`src/rtl/gck_pkg.sv`:
```
package gck_pkg;
    localparam int DATA_W   = 32;
    localparam int PID_W    = 4;
    localparam int SRC_W    = 3;
    localparam int DIV_W    = 8;
    localparam int CMD_BIT  = 31;
    localparam int EN_BIT   = 28;
    localparam int DIV_LSB  = 20;
    localparam int SRC_LSB  = 16;
    localparam int PID_LSB  = 0;

    typedef struct packed {
        logic             en;
        logic [DIV_W-1:0] div;
        logic [SRC_W-1:0] src;
    } gck_cfg_t;

    typedef enum logic [1:0] {
        CH_OFF   = 2'd0,
        CH_PRIME = 2'd1,
        CH_RUN   = 2'd2
    } ch_state_t;

    typedef enum logic [1:0] {
        RDY_IDLE   = 2'd0,
        RDY_SETTLE = 2'd1,
        RDY_WAIT   = 2'd2
    } rdy_state_t;
endpackage

```
`src/rtl/gck_src_edge.sv`:
```
module gck_src_edge #(
    parameter int NUM_SRC = 6
) (
    input  logic               clk,
    input  logic               rst_n,
    input  logic [NUM_SRC-1:0] src_clk,
    output logic [NUM_SRC-1:0] src_lvl,
    output logic [NUM_SRC-1:0] src_rise
);
    logic [NUM_SRC-1:0] lvl_q;
    logic [NUM_SRC-1:0] lvl_d1_q;

    always_ff @(posedge clk) begin
        if (!rst_n) begin
            lvl_q    <= '0;
            lvl_d1_q <= '0;
        end else begin
            lvl_q    <= src_clk;
            lvl_d1_q <= lvl_q;
        end
    end

    assign src_lvl  = lvl_q;
    assign src_rise = lvl_q & ~lvl_d1_q;
endmodule

```
`src/rtl/gck_cfg_regs.sv`:
```
module gck_cfg_regs
    import gck_pkg::*;
#(
    parameter int NUM_PERIPH = 8,
    localparam int IDX_W = (NUM_PERIPH > 1) ? $clog2(NUM_PERIPH) : 1
) (
    input  logic                             clk,
    input  logic                             rst_n,
    input  logic                             ctrl_wr,
    input  logic [DATA_W-1:0]                ctrl_wdata,
    output logic [DATA_W-1:0]                ctrl_rdata,
    output gck_cfg_t [NUM_PERIPH-1:0]        cfg_o,
    output logic                             commit_o,
    output logic [IDX_W-1:0]                 commit_idx_o
);
    localparam logic [PID_W:0] PID_LIMIT = (PID_W+1)'(NUM_PERIPH);
    localparam logic [DATA_W-1:0] USED_MASK =
        (DATA_W'(1) << CMD_BIT) | (DATA_W'(1) << EN_BIT) |
        (DATA_W'((1 << DIV_W) - 1) << DIV_LSB) |
        (DATA_W'((1 << SRC_W) - 1) << SRC_LSB) |
        (DATA_W'((1 << PID_W) - 1) << PID_LSB);

    logic [PID_W-1:0]           sel_q;
    gck_cfg_t [NUM_PERIPH-1:0]  cfg_q;
    logic [PID_W-1:0]           wr_pid;
    logic                       wr_cmd;
    logic                       wr_ok;
    logic                       sel_ok;
    gck_cfg_t                   wr_cfg;
    gck_cfg_t                   rd_cfg;
    logic                       unused_bits;

    assign wr_pid     = ctrl_wdata[PID_LSB +: PID_W];
    assign wr_cmd     = ctrl_wdata[CMD_BIT];
    assign wr_ok      = {1'b0, wr_pid} < PID_LIMIT;
    assign wr_cfg.en  = ctrl_wdata[EN_BIT];
    assign wr_cfg.div = ctrl_wdata[DIV_LSB +: DIV_W];
    assign wr_cfg.src = ctrl_wdata[SRC_LSB +: SRC_W];
    assign unused_bits = ^(ctrl_wdata & ~USED_MASK);

    assign commit_o     = ctrl_wr && wr_cmd && wr_ok;
    assign commit_idx_o = wr_pid[IDX_W-1:0];

    always_ff @(posedge clk) begin
        if (!rst_n) begin
            sel_q <= '0;
            cfg_q <= '0;
        end else if (ctrl_wr) begin
            sel_q <= wr_pid;
            if (commit_o) begin
                cfg_q[commit_idx_o] <= wr_cfg;
            end
        end
    end

    assign sel_ok = {1'b0, sel_q} < PID_LIMIT;
    assign rd_cfg = cfg_q[sel_q[IDX_W-1:0]];

    always_comb begin
        ctrl_rdata = '0;
        if (sel_ok) begin
            ctrl_rdata[EN_BIT]                = rd_cfg.en;
            ctrl_rdata[DIV_LSB +: DIV_W]      = rd_cfg.div;
            ctrl_rdata[SRC_LSB +: SRC_W]      = rd_cfg.src;
            ctrl_rdata[PID_LSB +: PID_W]      = sel_q;
        end
    end

    assign cfg_o = cfg_q;

    AST_SELECT_KEEPS_CFG: assert property (@(posedge clk) disable iff (!rst_n)
        (ctrl_wr && !ctrl_wdata[CMD_BIT]) |=> $stable(cfg_q));
    AST_UNSUPPORTED_IGNORED: assert property (@(posedge clk) disable iff (!rst_n)
        (ctrl_wr && ctrl_wdata[CMD_BIT] && !wr_ok) |=> $stable(cfg_q));
endmodule

```
`src/rtl/gck_channel.sv`:
```
module gck_channel
    import gck_pkg::*;
#(
    parameter int NUM_SRC = 6
) (
    input  logic               clk,
    input  logic               rst_n,
    input  gck_cfg_t           cfg,
    input  logic               restart,
    input  logic [NUM_SRC-1:0] src_lvl,
    input  logic [NUM_SRC-1:0] src_rise,
    output logic               gck,
    output logic               live,
    output logic               period_done
);
    ch_state_t        state_q;
    ch_state_t        state_d;
    logic [DIV_W-1:0] cnt_q;
    logic [DIV_W-1:0] cnt_n;
    logic             gck_q;
    logic             src_ok;
    logic             sel_lvl;
    logic             sel_rise;
    logic [DIV_W:0]   ratio;
    logic [DIV_W-1:0] hi_len;

    assign src_ok = 32'(cfg.src) < NUM_SRC;
    assign live   = cfg.en && src_ok;

    always_comb begin
        sel_lvl  = 1'b0;
        sel_rise = 1'b0;
        for (int s = 0; s < NUM_SRC; s++) begin
            if (32'(cfg.src) == s) begin
                sel_lvl  = src_lvl[s];
                sel_rise = src_rise[s];
            end
        end
    end

    assign ratio  = (DIV_W+1)'(cfg.div) + (DIV_W+1)'(1);
    assign hi_len = ratio[DIV_W:1];
    assign cnt_n  = (cnt_q == cfg.div) ? '0 : cnt_q + DIV_W'(1);

    // state register
    always_ff @(posedge clk) begin
        if (!rst_n) begin
            state_q <= CH_OFF;
        end else begin
            state_q <= state_d;
        end
    end

    // next state
    always_comb begin
        state_d = state_q;
        if (restart) begin
            state_d = CH_PRIME;
        end else begin
            unique case (state_q)
                CH_OFF: begin
                    if (live) state_d = CH_PRIME;
                end
                CH_PRIME: begin
                    if (!live)         state_d = CH_OFF;
                    else if (sel_rise) state_d = CH_RUN;
                end
                CH_RUN: begin
                    if (!live) state_d = CH_OFF;
                end
                default: state_d = CH_OFF;
            endcase
        end
    end

    // outputs: period counter and generated level
    always_ff @(posedge clk) begin
        if (!rst_n) begin
            cnt_q <= '0;
            gck_q <= 1'b0;
        end else if (restart) begin
            cnt_q <= '0;
            gck_q <= 1'b0;
        end else begin
            unique case (state_q)
                CH_PRIME: begin
                    cnt_q <= '0;
                    gck_q <= live && sel_rise;
                end
                CH_RUN: begin
                    if (!live) begin
                        cnt_q <= '0;
                        gck_q <= 1'b0;
                    end else if (cfg.div == '0) begin
                        cnt_q <= '0;
                        gck_q <= sel_lvl;
                    end else if (sel_rise) begin
                        cnt_q <= cnt_n;
                        gck_q <= cnt_n < hi_len;
                    end
                end
                default: begin
                    cnt_q <= '0;
                    gck_q <= 1'b0;
                end
            endcase
        end
    end

    assign gck         = gck_q;
    assign period_done = (state_q == CH_RUN) && live && sel_rise && (cnt_q == cfg.div);

    AST_OFF_HOLDS_LOW: assert property (@(posedge clk) disable iff (!rst_n)
        (state_q == CH_OFF) |-> !gck_q);
    AST_PRIME_HOLDS_LOW: assert property (@(posedge clk) disable iff (!rst_n)
        (state_q == CH_PRIME) |-> !gck_q);
    AST_CNT_WITHIN_DIV: assert property (@(posedge clk) disable iff (!rst_n)
        cnt_q <= cfg.div);
    AST_RESERVED_SRC_LOW: assert property (@(posedge clk) disable iff (!rst_n)
        (!src_ok && !restart) |=> !gck_q);
endmodule

```
`src/rtl/gck_ready_ctl.sv`:
```
module gck_ready_ctl
    import gck_pkg::*;
#(
    parameter int NUM_PERIPH = 8,
    localparam int IDX_W = (NUM_PERIPH > 1) ? $clog2(NUM_PERIPH) : 1
) (
    input  logic                  clk,
    input  logic                  rst_n,
    input  logic                  commit,
    input  logic [IDX_W-1:0]      commit_idx,
    input  logic [NUM_PERIPH-1:0] live_vec,
    input  logic [NUM_PERIPH-1:0] done_vec,
    output logic                  ready
);
    rdy_state_t       state_q;
    rdy_state_t       state_d;
    logic [IDX_W-1:0] target_q;
    logic             tgt_live;
    logic             tgt_done;

    assign tgt_live = live_vec[target_q];
    assign tgt_done = done_vec[target_q];

    always_ff @(posedge clk) begin
        if (!rst_n) begin
            state_q  <= RDY_IDLE;
            target_q <= '0;
        end else begin
            state_q <= state_d;
            if (commit) target_q <= commit_idx;
        end
    end

    always_comb begin
        state_d = state_q;
        if (commit) begin
            state_d = RDY_SETTLE;
        end else begin
            unique case (state_q)
                RDY_IDLE:   state_d = RDY_IDLE;
                RDY_SETTLE: state_d = (tgt_done || !tgt_live) ? RDY_IDLE : RDY_WAIT;
                RDY_WAIT:   state_d = (tgt_done || !tgt_live) ? RDY_IDLE : RDY_WAIT;
                default:    state_d = RDY_IDLE;
            endcase
        end
    end

    always_comb begin
        ready = (state_q == RDY_IDLE);
    end

    AST_READY_DROPS_ON_COMMIT: assert property (@(posedge clk) disable iff (!rst_n)
        commit |=> !ready);
    AST_WAIT_ONLY_LIVE: assert property (@(posedge clk) disable iff (!rst_n)
        (state_q == RDY_SETTLE && !commit && !tgt_live) |=> ready);
endmodule

```
`src/rtl/gck_gen.sv`:
```
module gck_gen
    import gck_pkg::*;
#(
    parameter int NUM_PERIPH = 8,
    parameter int NUM_SRC    = 6
) (
    input  logic                  clk,
    input  logic                  rst_n,
    input  logic                  ctrl_wr,
    input  logic [31:0]           ctrl_wdata,
    output logic [31:0]           ctrl_rdata,
    output logic                  gck_ready,
    input  logic [NUM_SRC-1:0]    src_clk,
    output logic [NUM_PERIPH-1:0] gck_out
);
    localparam int IDX_W = (NUM_PERIPH > 1) ? $clog2(NUM_PERIPH) : 1;

    logic [NUM_SRC-1:0]        src_lvl;
    logic [NUM_SRC-1:0]        src_rise;
    gck_cfg_t [NUM_PERIPH-1:0] cfg;
    logic                      commit;
    logic [IDX_W-1:0]          commit_idx;
    logic [NUM_PERIPH-1:0]     live_vec;
    logic [NUM_PERIPH-1:0]     done_vec;

    gck_src_edge #(.NUM_SRC(NUM_SRC)) u_src_edge (
        .clk      (clk),
        .rst_n    (rst_n),
        .src_clk  (src_clk),
        .src_lvl  (src_lvl),
        .src_rise (src_rise)
    );

    gck_cfg_regs #(.NUM_PERIPH(NUM_PERIPH)) u_regs (
        .clk          (clk),
        .rst_n        (rst_n),
        .ctrl_wr      (ctrl_wr),
        .ctrl_wdata   (ctrl_wdata),
        .ctrl_rdata   (ctrl_rdata),
        .cfg_o        (cfg),
        .commit_o     (commit),
        .commit_idx_o (commit_idx)
    );

    for (genvar p = 0; p < NUM_PERIPH; p++) begin : g_chan
        logic restart;
        assign restart = commit && (commit_idx == IDX_W'(p));

        gck_channel #(.NUM_SRC(NUM_SRC)) u_chan (
            .clk         (clk),
            .rst_n       (rst_n),
            .cfg         (cfg[p]),
            .restart     (restart),
            .src_lvl     (src_lvl),
            .src_rise    (src_rise),
            .gck         (gck_out[p]),
            .live        (live_vec[p]),
            .period_done (done_vec[p])
        );
    end

    gck_ready_ctl #(.NUM_PERIPH(NUM_PERIPH)) u_ready (
        .clk        (clk),
        .rst_n      (rst_n),
        .commit     (commit),
        .commit_idx (commit_idx),
        .live_vec   (live_vec),
        .done_vec   (done_vec),
        .ready      (gck_ready)
    );
endmodule

```
`config.mk`:
```
export PLATFORM = sky130hd
export DESIGN_NAME = gck_gen
export DESIGN_NICKNAME = d
export VERILOG_FILES = /design/src/rtl/gck_pkg.sv /design/src/rtl/gck_src_edge.sv /design/src/rtl/gck_cfg_regs.sv /design/src/rtl/gck_channel.sv /design/src/rtl/gck_ready_ctl.sv /design/src/rtl/gck_gen.sv
export SDC_FILE = /design/constraint.sdc
export NUM_CORES = 1
export LEC_CHECK = 0
export ABC_AREA = 0
export BUFFER_PORTS_ARGS = -buffer_cell sky130_fd_sc_hd__buf_2
export CAP_MARGIN = 20
export CORE_ASPECT_RATIO = 2
export CORE_MARGIN = 10
export CORE_UTILIZATION = 29
export DETAILED_ROUTE_END_ITERATION = 7
export GPL_TIMING_DRIVEN = 0
export PLACE_DENSITY = 0.4
export SLEW_MARGIN = 20
export SYNTH_ARGS = -nofsm -noshare
export SYNTH_HDL_FRONTEND = slang
export SYNTH_SLANG_ARGS = --single-unit
```
`constraint.sdc`:
```
create_clock -name clk -period 7.79 [get_ports clk]
set_clock_uncertainty 0.15 [all_clocks]
set_input_delay 0.3895 -clock clk [delete_from_list [all_inputs] [get_ports clk]]
set_output_delay 0.3895 -clock clk [all_outputs]
set_load 0.02 [all_outputs]
```
==> impl_metrics.toml, run 1 <==
[timing]
relSlewSlack_pct = 20.8
setup_total_neg_slack_ns = 0
report.final.slew_viol_count = 0
number_of_hold_violations_in_the_final_report = 0
tightestPinTransition_ns = 1.19
rsz0062_at_grt = "false"
post-route-period-util_pct = 49.8
report.final.setup_viol = 0
layout_setup_ws_ns = 3.91
fmaxAchievable_mhz = 258
final.min_clock_period_ns = 3.88

[worst_setup_path]
regToRegEndpoint = "g_chan[2].u_chan.gck$_SDFFE_PP0P_"
path_cells = "clkbuf_1 -> xnor2_1 -> nand4_1 -> nor2_1 -> nor2_1 -> ha_1 -> a21o_1 -> a21o_1 -> a2111oi_0 -> o211ai_1 -> o211a_1 -> o22ai_1"
worstSetupPathDepth = 12
critical_path.startpoint = "u_regs.cfg_o[29]$_SDFFE_PN0P_"
worstRegToRegCells = 12
critical_path.top_delay_family = "compound AO/OA/AOI/OAI gates"
crit_path_start_kind = "register"
critical_path.max_stage_delay_ns = 0.68
regToRegStartpoint = "u_regs.cfg_o[29]$_SDFFE_PN0P_"
critical_path_arrival_ns = 4.21
setup.worst_path.end = "g_chan[2].u_chan.gck$_SDFFE_PP0P_"
critPathSlowestCell = "a2111oi_0"
setup.worst_path.class = "register to register"
critical_path.n_buffers_inverters = 1
reg2reg_setup_slack_ns = 3.91
worst-path-max-fanout = 10
endpoint_kind = "register"
critPathRequiredTime_ns = 8.12

[floorplan]
io-pin-count = 82
start_util_pct = 29.2
placeableCoreArea_mm2 = 0.0508
fp.dieH_um = 340
die-width_um = 180
core.rowCount = 117
floorplan.die_area_mm2 = 0.0611

[route]
average_detailed_routed_wire_length_per_instance_um = 22.2
wl_um = 55800
ant_nets = 0
detail_route.first_pass.iterations = 5
remaining_drc_errors = 0
post_drt_via_cell_ratio = 5.11
detailedRoute.firstIterationViolations = 612
vias = 12900

[worst_hold_path]
hp-class = "primary input to register"

[cts]
clock_sink_count = 205
clock_tree.buffer_depth = 3
clock_insertion_delay_worst_skew_ns = 0.56
clock_tree_from_tritoncts = "done"
h-tree-depth = 1
clk_pin_slew_worst_paths_ns = 0.06
post_cts_resize_count = 0
cts_made_buffers = 24
clock-root-buffer = "clkbuf_16"

[synth]
synth-warning-count = 0
synth_edf_count = 0
dominantRegCellSynth = "dfxtp_1"
post_synth_instance_area_mm2 = 0.0148
syn-mean-instance-area_um2 = 8.39
synth-seq-area-share_pct = 27.7
post_synth_num_cell_types = 80
synth-async-reset-ratio_pct = 0
synthCells = 1766
ys_seq_elements = 205

[placed_design]
dpl.hpwl_um = 43900
place_ws_ns = 3.84
gpl.final_weighted_congestion = 0.893
io_buffers = 36

[run_status]
status = "finished clean"

[global_routing]
grt_antenna_before_repair = 1
grt_pass1_wl_um = 82600
gr-total-overflow = 0
grt_use_met1_pct = 16.5
vias_in_the_first_global_route = 13000
maximum_number_of_pins_on_one_net_before_global_route_repair = 13
grt_util_met2_pct = 35.7
globalRouteTotalUtil_pct = 17.5
gr-usage-met3_pct = 1.85
gr-max-usage-layer = "met2"

[final_layout]
post-route-util_pct = 32.9
synthToLayoutAreaGrowth_pct = 12.9
final_layout_size_suffix_gt1_share_pct = 9.86
final_nets = 1997
antenna_cells = 0

[power]
power.density_cell_area_mw_per_mm2 = 148
cellLeakagePower_uw = 0.00577
ir_drop_mv = 0.120

[job]
max_cap_violations = 0
## metal layers
layer	wire length, um	vias to the layer above
met5	12	-
met2	31700	259
met3	1750	97
li1	-	6285
met4	3000	2
met1	19400	6242
## worst min path at each step
stage,startpoint,end,slack (ns),depth (start not counted)
final,ctrl_wdata[2],u_regs.sel_q[2]$_SDFFE_PN0P_,0.1,3
after global routing,ctrl_wdata[2],u_regs.sel_q[2]$_SDFFE_PN0P_,0.11,3
after CTS,ctrl_wdata[2],u_regs.sel_q[2]$_SDFFE_PN0P_,0.07,3
after detailed placement,u_ready.target_q[2]$_SDFFE_PN0P_,u_ready.target_q[2]$_SDFFE_PN0P_,0.31,2
after global placement,u_ready.target_q[2]$_SDFFE_PN0P_,u_ready.target_q[2]$_SDFFE_PN0P_,0.31,2
after floorplan,u_regs.cfg_o[35]$_SDFFE_PN0P_,u_regs.cfg_o[35]$_SDFFE_PN0P_,0.29,2
## report_power, final
part	switching (uW)	total, uW	internal (uW)
sequential	10.4	1070	1060
clock	494	1180	681
combinational	155	233	77.9
total	660	2480	1820
## cells in the final DEF (no fill, tap or decap), types with 21 or more instances in the layout
cell,n
nor2_1,204
xor2_1,70
o21ai_0,23
xnor2_1,90
mux4_2,34
nand2_1,207
nand3_1,90
buf_4,26
dfxtp_1,205
inv_1,58
clkbuf_16,25
mux2i_1,111
clkbuf_1,106
a21oi_1,109
nor3_1,22
nand4_1,42
and3_1,21
buf_2,47
ha_1,105
## Yosys cell counts (18+ instances only)
master / count / area [um2]
xor2_1: 70 / 613
inv_1: 58 / 218
ha_1: 105 / 1310
o21ai_0: 23 / 115
a21oi_1: 109 / 546
nand4_1: 42 / 263
nand3_1: 90 / 450
dfxtp_1: 205 / 4100
nand2b_1: 18 / 113
nand2_1: 207 / 777
nor3_1: 22 / 110
nor2b_1: 18 / 113
mux2i_1: 111 / 1110
clkbuf_1: 102 / 383
xnor2_1: 90 / 788
and3_1: 21 / 131
mux4_2: 34 / 766
nor2_1: 204 / 766
buf_4: 26 / 195
## tightest hold or removal path: cells and delay by family
kind                   cells  cell delay, ns
AND/OR/NAND/NOR            1            0.05
buffers and inverters      1            0.17
multiplexers               1            0.14
## what timing repair did
action | CTS | global route
hold endpoints to repair | 7 | 0
hold buffers | 7 | 0
setup buffers | 0 | 0
## kinds of logic (layout without fill, tap and decap cells)
| kind of cell | after synthesis | count (layout) | synth area share [%] |
|---|---|---|---|
| AND/OR/NAND/NOR | 689 | 689 | 22.0 |
| AO/OA/AOI/OAI | 235 | 235 | 10.7 |
| buffers and inverters | 212 | 296 | 6.82 |
| flip-flops | 205 | 205 | 27.7 |
| XOR/XNOR | 160 | 160 | 9.46 |
| multiplexers | 159 | 159 | 14.4 |
| adder cells (fa/ha/maj) | 105 | 105 | 8.87 |
| other | 1 | 17 | 0.0253 |
## flip-flops by register name, indices dropped and copies added, names as in the netlist
name                   cells
g_chan.u_chan.gck          8
u_ready.state_q            2
u_src_edge.lvl_d1_q        6
u_ready.target_q           3
u_src_edge.src_lvl         6
g_chan.u_chan.state_q     16
u_regs.sel_q               4
u_regs.cfg_o              96
g_chan.u_chan.cnt_q       64
## area by class of cell
cell class	instances	area (um2)
Clock buffer	36	737
Clock inverter	5	52.6
Sequential cell	205	4100
Multi-Input combinational cell	1365	9760
Timing Repair Buffer	43	250
Buffer	153	790
Fill cell	5331	34100
Tap cell	654	818
Inverter	59	221
## stage by stage
stage,power [uW],instances,hold slack [ns],instance area [um2]
2_1_floorplan,1240,1782,0.292,14900
3_3_place_gp,1320,2472,0.312,15900
3_5_place_dp,1320,2472,0.315,15900
4_1_cts,2520,2520,0.0746,16700
5_1_grt,2560,2520,0.114,16700
6_report,2480,2520,0.0952,16700
Power figures use the tool's default switching activity.
==> inputs of run 2 (changes only) <==
clock period = 3.7 ns   (was 7.79 ns; I/O delays follow)
==> run 2 against run 1 <==
Effect of this change:
- non-clock buffer count increased by 3
- flip-flop and latch count unchanged
- critical path depth unchanged
- via count increased by 0.71%
- global-route usage about the same
- critical endpoint is now g_chan[0].u_chan.gck$_SDFFE_PP0P_
==> impl_metrics.toml, run 2 (synthesized netlist as in run 1, its figures left out) <==
[floorplan]
core.rowCount = 117
io-pin-count = 82
die-width_um = 180
placeableCoreArea_mm2 = 0.0508
floorplan.die_area_mm2 = 0.0611
start_util_pct = 29.2
fp.dieH_um = 340

[cts]
clock_sink_count = 205
number_of_setup_buffers_added_after_cts = 0
clock-root-buffer = "clkbuf_16"
clock_tree_from_tritoncts = "done"
clk_pin_slew_worst_paths_ns = 0.06
h-tree-depth = 1
cts_made_buffers = 24
clock_insertion_delay_worst_skew_ns = 0.55
clock_tree.buffer_depth = 3

[worst_setup_path]
critical_path_arrival_ns = 3.76
critPathRequiredTime_ns = 4.02
critical_path.top_delay_family = "compound AO/OA/AOI/OAI gates"
worst-path-max-fanout = 10
path_cells = "clkbuf_1 -> xnor2_1 -> nand4_1 -> nor2_2 -> nor2_1 -> ha_1 -> a21o_1 -> a21o_1 -> a2111oi_0 -> o211ai_1 -> o211a_1 -> o22ai_1"
critical_path.n_buffers_inverters = 1
worstSetupPathDepth = 12
setup.worst_path.class = "register to register"
critical_path.max_stage_delay_ns = 0.49
worst_path_most_repeated_cell = "a21o_1"
crit_path_start_kind = "register"
endpoint_kind = "register"
worstRegToRegCells = 12
critPathSlowestCell = "a2111oi_0"

[final_layout]
largest_register_ff_count = 96
post-route-util_pct = 33.1
final_cell_mix = "nand2_1, dfxtp_1, nor2_1, mux2i_1, a21oi_1"
synthToLayoutAreaGrowth_pct = 13.5
final_common_cell = "nand2_1"
final_layout_size_suffix_gt1_share_pct = 10.4
antenna_cells = 0
final_nets = 2000

[placed_design]
io_buffers = 36
gpl.final_weighted_congestion = 0.893
dpl.hpwl_um = 43900

[global_routing]
gr-total-overflow = 0
maximum_number_of_pins_on_one_net_before_global_route_repair = 13
grt_pass1_wl_um = 82800
grt_antenna_before_repair = 0
vias_in_the_first_global_route = 13000
globalRouteTotalUtil_pct = 17.6

[timing]
post-route-period-util_pct = 92.8
setup_total_neg_slack_ns = 0
report.final.slew_viol_count = 0
relSlewSlack_pct = 22.6
tightestPinTransition_ns = 1.16
report.final.setup_viol = 0
final.min_clock_period_ns = 3.43
number_of_hold_violations_in_the_final_report = 0
rsz0062_at_grt = "true"
fmaxAchievable_mhz = 291

[power]
net_switching_power_uw = 1380
cellLeakagePower_uw = 0.00582
power.share.switching_pct = 26.5
ir_drop_mv = 0.247
seq_power_share_pct = 43.2
p_comb_share_pct = 9.6
clock_power_share_pct = 47.2
power.density_cell_area_mw_per_mm2 = 310
power.internal_uw = 3830

[route]
wl_um = 55900
detail_route.first_pass.iterations = 5
detailedRoute.firstIterationViolations = 585
average_detailed_routed_wire_length_per_instance_um = 22.2
post_drt_via_cell_ratio = 5.14
ant_nets = 0
remaining_drc_errors = 0
vias = 13000

[job]
max_cap_violations = 0

[worst_hold_path]
hold_depth = 5
hp-class = "primary input to register"

[run_status]
status = "finished clean"
==> run 2: changes by cell type in the layout (fill, tap and decap cells not counted), sizes merged <==
cell,delta
clkbuf,-4
dlygate4sd3,+7
==> run 2: worst register-to-register path, cell delays in order, from the launching register on <==
cell and delay (ns):
dfxtp_1 0.31, clkbuf_1 0.43, xnor2_1 0.19, nand4_1 0.11, nor2_2 0.35, nor2_1 0.15
ha_1 0.32, a21o_1 0.16, a21o_1 0.17, a2111oi_0 0.49, o211ai_1 0.19, o211a_1 0.19
o22ai_1 0.16
==> run 2: what timing repair did <==
action / 4_1_cts / 5_1_grt
setup endpoints to repair: 2 / 5
hold endpoints to repair: 20 / 0
hold buffers: 14 / 0
resized for setup: 3 / 15
==> run 2: path summary, 6_finish.rpt <==
| kind | endpoint | slack, ns | start |
|---|---|---|---|
| max reg2reg | g_chan[0].u_chan.gck$_SDFFE_PP0P_ | 0.27 | u_regs.cfg_o[6]$_SDFFE_PN0P_ |
| min | u_regs.cfg_o[23]$_SDFFE_PN0P_ | 0.05 | ctrl_wdata[1] |
| max | g_chan[0].u_chan.gck$_SDFFE_PP0P_ | 0.27 | u_regs.cfg_o[6]$_SDFFE_PN0P_ |
| min reg2reg | u_ready.target_q[2]$_SDFFE_PN0P_ | 0.32 | u_ready.target_q[2]$_SDFFE_PN0P_ |
==> run 2: power by group through the flow <==
stage | Sequential [uW] | Clock (uW) | Combinational, uW
2_1_floorplan | 2290 | 0 | 317
3_3_place_gp | 2300 | 0 | 484
3_5_place_dp | 2300 | 0 | 486
4_1_cts | 2250 | 2560 | 501
5_1_grt | 2250 | 2610 | 528
6_report | 2250 | 2460 | 499
==> run 2: cell type report <==
class	count	area (um2)
buffer	149	781
clock buffer	36	737
sequential	205	4100
timing repair buffer	50	320
tap	654	818
multi-input combinational	1365	9780
inverter	59	221
fill	5317	34000
clock inverter	5	52.6
==> run 2: stage by stage <==
stage / std cells / worst slack, ns / hold WS [ns] / total power (uW) / area, um2
finish: 2523 / 0.267 / 0.0507 / 5210 / 16800
global route: 2523 / -0.0505 / 0.0500 / 5390 / 16800
CTS: 2527 / 0.00668 / 0.0292 / 5310 / 16800
detailed placement: 2472 / -0.253 / 0.245 / 2780 / 15900
global placement: 2472 / -0.233 / 0.247 / 2780 / 15900
floorplan: 1782 / 0.708 / 0.162 / 2600 / 14900
==> run 2: layer usage <==
metal  part of all wire (%)  GRT usage (%)  up-vias  wire [um]
met5                      0              0        -          0
met4                    5.4           9.36        0       3000
met1                     35           16.5     6297      19300
met3                    3.3           1.79       98       1850
met2                     57           35.7      296      31700
li1                       -              -     6286          -
==> inputs of run 3 (changes only) <==
PLACE_DENSITY = 0.41   (was 0.4)
clock period = 3.04 ns   (was 3.7 ns; I/O delays follow)
==> run 3 against run 2 <==
Effect of this change:
- utilization grew 0.34 points
- cell count down 0.87%
- clock power is 29% higher
- count of clock-buffer cells in the layout shrank 4
- largest power group unchanged
- total power rose by 25%
- first-iteration DRC count grew 24%
- sequential power is 22% higher
- design area rose by 1.0%
- worst hold slack got worse by 0.032 ns
==> impl_metrics.toml, run 3 (synthesized netlist as in run 1, its figures left out) <==
[power]
ir_drop_mv = 0.306
power.density_cell_area_mw_per_mm2 = 385
clock_power_share_pct = 48.7
power.internal_uw = 4790
cellLeakagePower_uw = 0.00589
net_switching_power_uw = 1750
finalPower_uw = 6540
power.share.switching_pct = 26.7
seq_power_share_pct = 42.0
p_comb_share_pct = 9.3

[worst_hold_path]
hold_depth = 4
hp-class = "primary input to register"

[worst_setup_path]
setup.worst_path.class = "register to register"
worst-path-max-fanout = 10
crit_path_start_kind = "register"
critical_path.top_delay_family = "simple AND/OR/NAND/NOR gates"
worstRegToRegCells = 6
path_cells = "clkbuf_1 -> nand3_1 -> nor3_1 -> a221oi_1 -> o2111ai_1 -> o21ai_1"
worstSetupPathDepth = 6
critPathSlowestCell = "nor3_1"
critPathRequiredTime_ns = 3.33
critical_path.max_stage_delay_ns = 0.88
critical_path_arrival_ns = 3.28
critical_path.n_buffers_inverters = 1
endpoint_kind = "register"

[final_layout]
antenna_cells = 0
final_common_cell = "nand2_1"
post-route-util_pct = 33.4
final_cell_mix = "nand2_1, nor2_1, dfxtp_1, mux2i_1, a21oi_1"
synthToLayoutAreaGrowth_pct = 14.7
final_layout_size_suffix_gt1_share_pct = 14.6
final_nets = 1977
largest_register_ff_count = 96

[cts]
h-tree-depth = 1
clock-root-buffer = "clkbuf_16"
clock_tree_from_tritoncts = "done"
clock_tree.buffer_depth = 3
cts_made_buffers = 24
clk_pin_slew_worst_paths_ns = 0.06
clock_sink_count = 205
clock_insertion_delay_worst_skew_ns = 0.57

[route]
post_drt_via_cell_ratio = 5.16
vias = 12900
detail_route.first_pass.iterations = 5
remaining_drc_errors = 0
detailedRoute.firstIterationViolations = 727
average_detailed_routed_wire_length_per_instance_um = 22.3
ant_nets = 0
wl_um = 55800

[timing]
post-route-period-util_pct = 98.6
final.min_clock_period_ns = 3.00
tightestPinTransition_ns = 1.18
setup_total_neg_slack_ns = 0
layout_setup_ws_ns = 0.0425
report.final.setup_viol = 0
rsz0062_at_grt = "true"
relSlewSlack_pct = 21.4
timing.hold.ws_ns = 0.0191
fmaxAchievable_mhz = 334
number_of_hold_violations_in_the_final_report = 0
report.final.slew_viol_count = 0

[floorplan]
floorplan.die_area_mm2 = 0.0611
placeableCoreArea_mm2 = 0.0508
die-width_um = 180
core.rowCount = 117
fp.dieH_um = 340
start_util_pct = 29.2
io-pin-count = 82

[global_routing]
grt_pass1_wl_um = 83600
globalRouteTotalUtil_pct = 17.7
maximum_number_of_pins_on_one_net_before_global_route_repair = 13
grt_antenna_before_repair = 0
gr-total-overflow = 0
vias_in_the_first_global_route = 13400

[placed_design]
dpl.hpwl_um = 43400
io_buffers = 36
place_ws_ns = -0.892
gpl.final_weighted_congestion = 0.871

[run_status]
status = "finished clean"

[job]
max_cap_violations = 0
run 3: changes by cell type in the layout (fill, tap and decap cells not counted), sizes merged:
cell         before  now
clkbuf          135   99
bufinv            1    3
buf              86   94
clkinv            4    7
dlygate4sd3      14   15
run 3: power groups by stage:
stage	registers, uW	clock network [uW]	logic [uW]
2_1_floorplan	2780	0	386
3_5_place_dp	2800	0	588
3_3_place_gp	2800	0	587
6_report	2750	3180	607
5_1_grt	2750	3360	642
4_1_cts	2750	3270	608
run 3: path summary, 6_finish.rpt:
check                                   start                               end  slack [ns]
min reg2reg  u_ready.target_q[2]$_SDFFE_PN0P_  u_ready.target_q[2]$_SDFFE_PN0P_        0.32
max reg2reg  u_ready.target_q[0]$_SDFFE_PN0P_     u_ready.state_q[1]$_SDFF_PP0_        0.04
min                             ctrl_wdata[1]  u_ready.target_q[1]$_SDFFE_PN0P_        0.02
max          u_ready.target_q[0]$_SDFFE_PN0P_     u_ready.state_q[1]$_SDFF_PP0_        0.04
run 3: what timing repair did:
action	in CTS	in global routing
buffers inserted	5	4
hold endpoints to repair	24	0
endpoints found under the setup margin	21	15
pin swaps	3	3
hold buffers	15	0
gates resized for setup	64	35
run 3: cell type report:
cell class              count  area (um2)
clock inverters            10         128
inverters                  59         221
multi-input cells        1365        9860
plain buffers             115         658
repair buffers             61         403
clock buffers              32         702
well taps                 654         818
fillers                  5321       33800
flip-flops and latches    205        4190
run 3: worst reg2reg max path, delay by kind of cell, from the launching register on:
kind	cells	cell delay, ns
buffers and inverters	1	0.87
AOI/OAI and AO/OA	3	0.51
DFF	1	0.32
and+or+nand+nor	2	1.03
run 3: stage by stage:
step | instances | area, um2
global placement | 2472 | 15900
detailed placement | 2473 | 15900
CTS | 2509 | 16900
floorplan | 1782 | 14900
finish | 2501 | 17000
global route | 2501 | 17000
run 3: layer usage:
metal	global-route usage [%]	vias to the layer above	wire, um
met2	36.4	291	31800
met1	16.3	6276	19300
met4	9.91	0	3110
met3	1.78	100	1640
li1	-	6244	-
met5	0	-	0
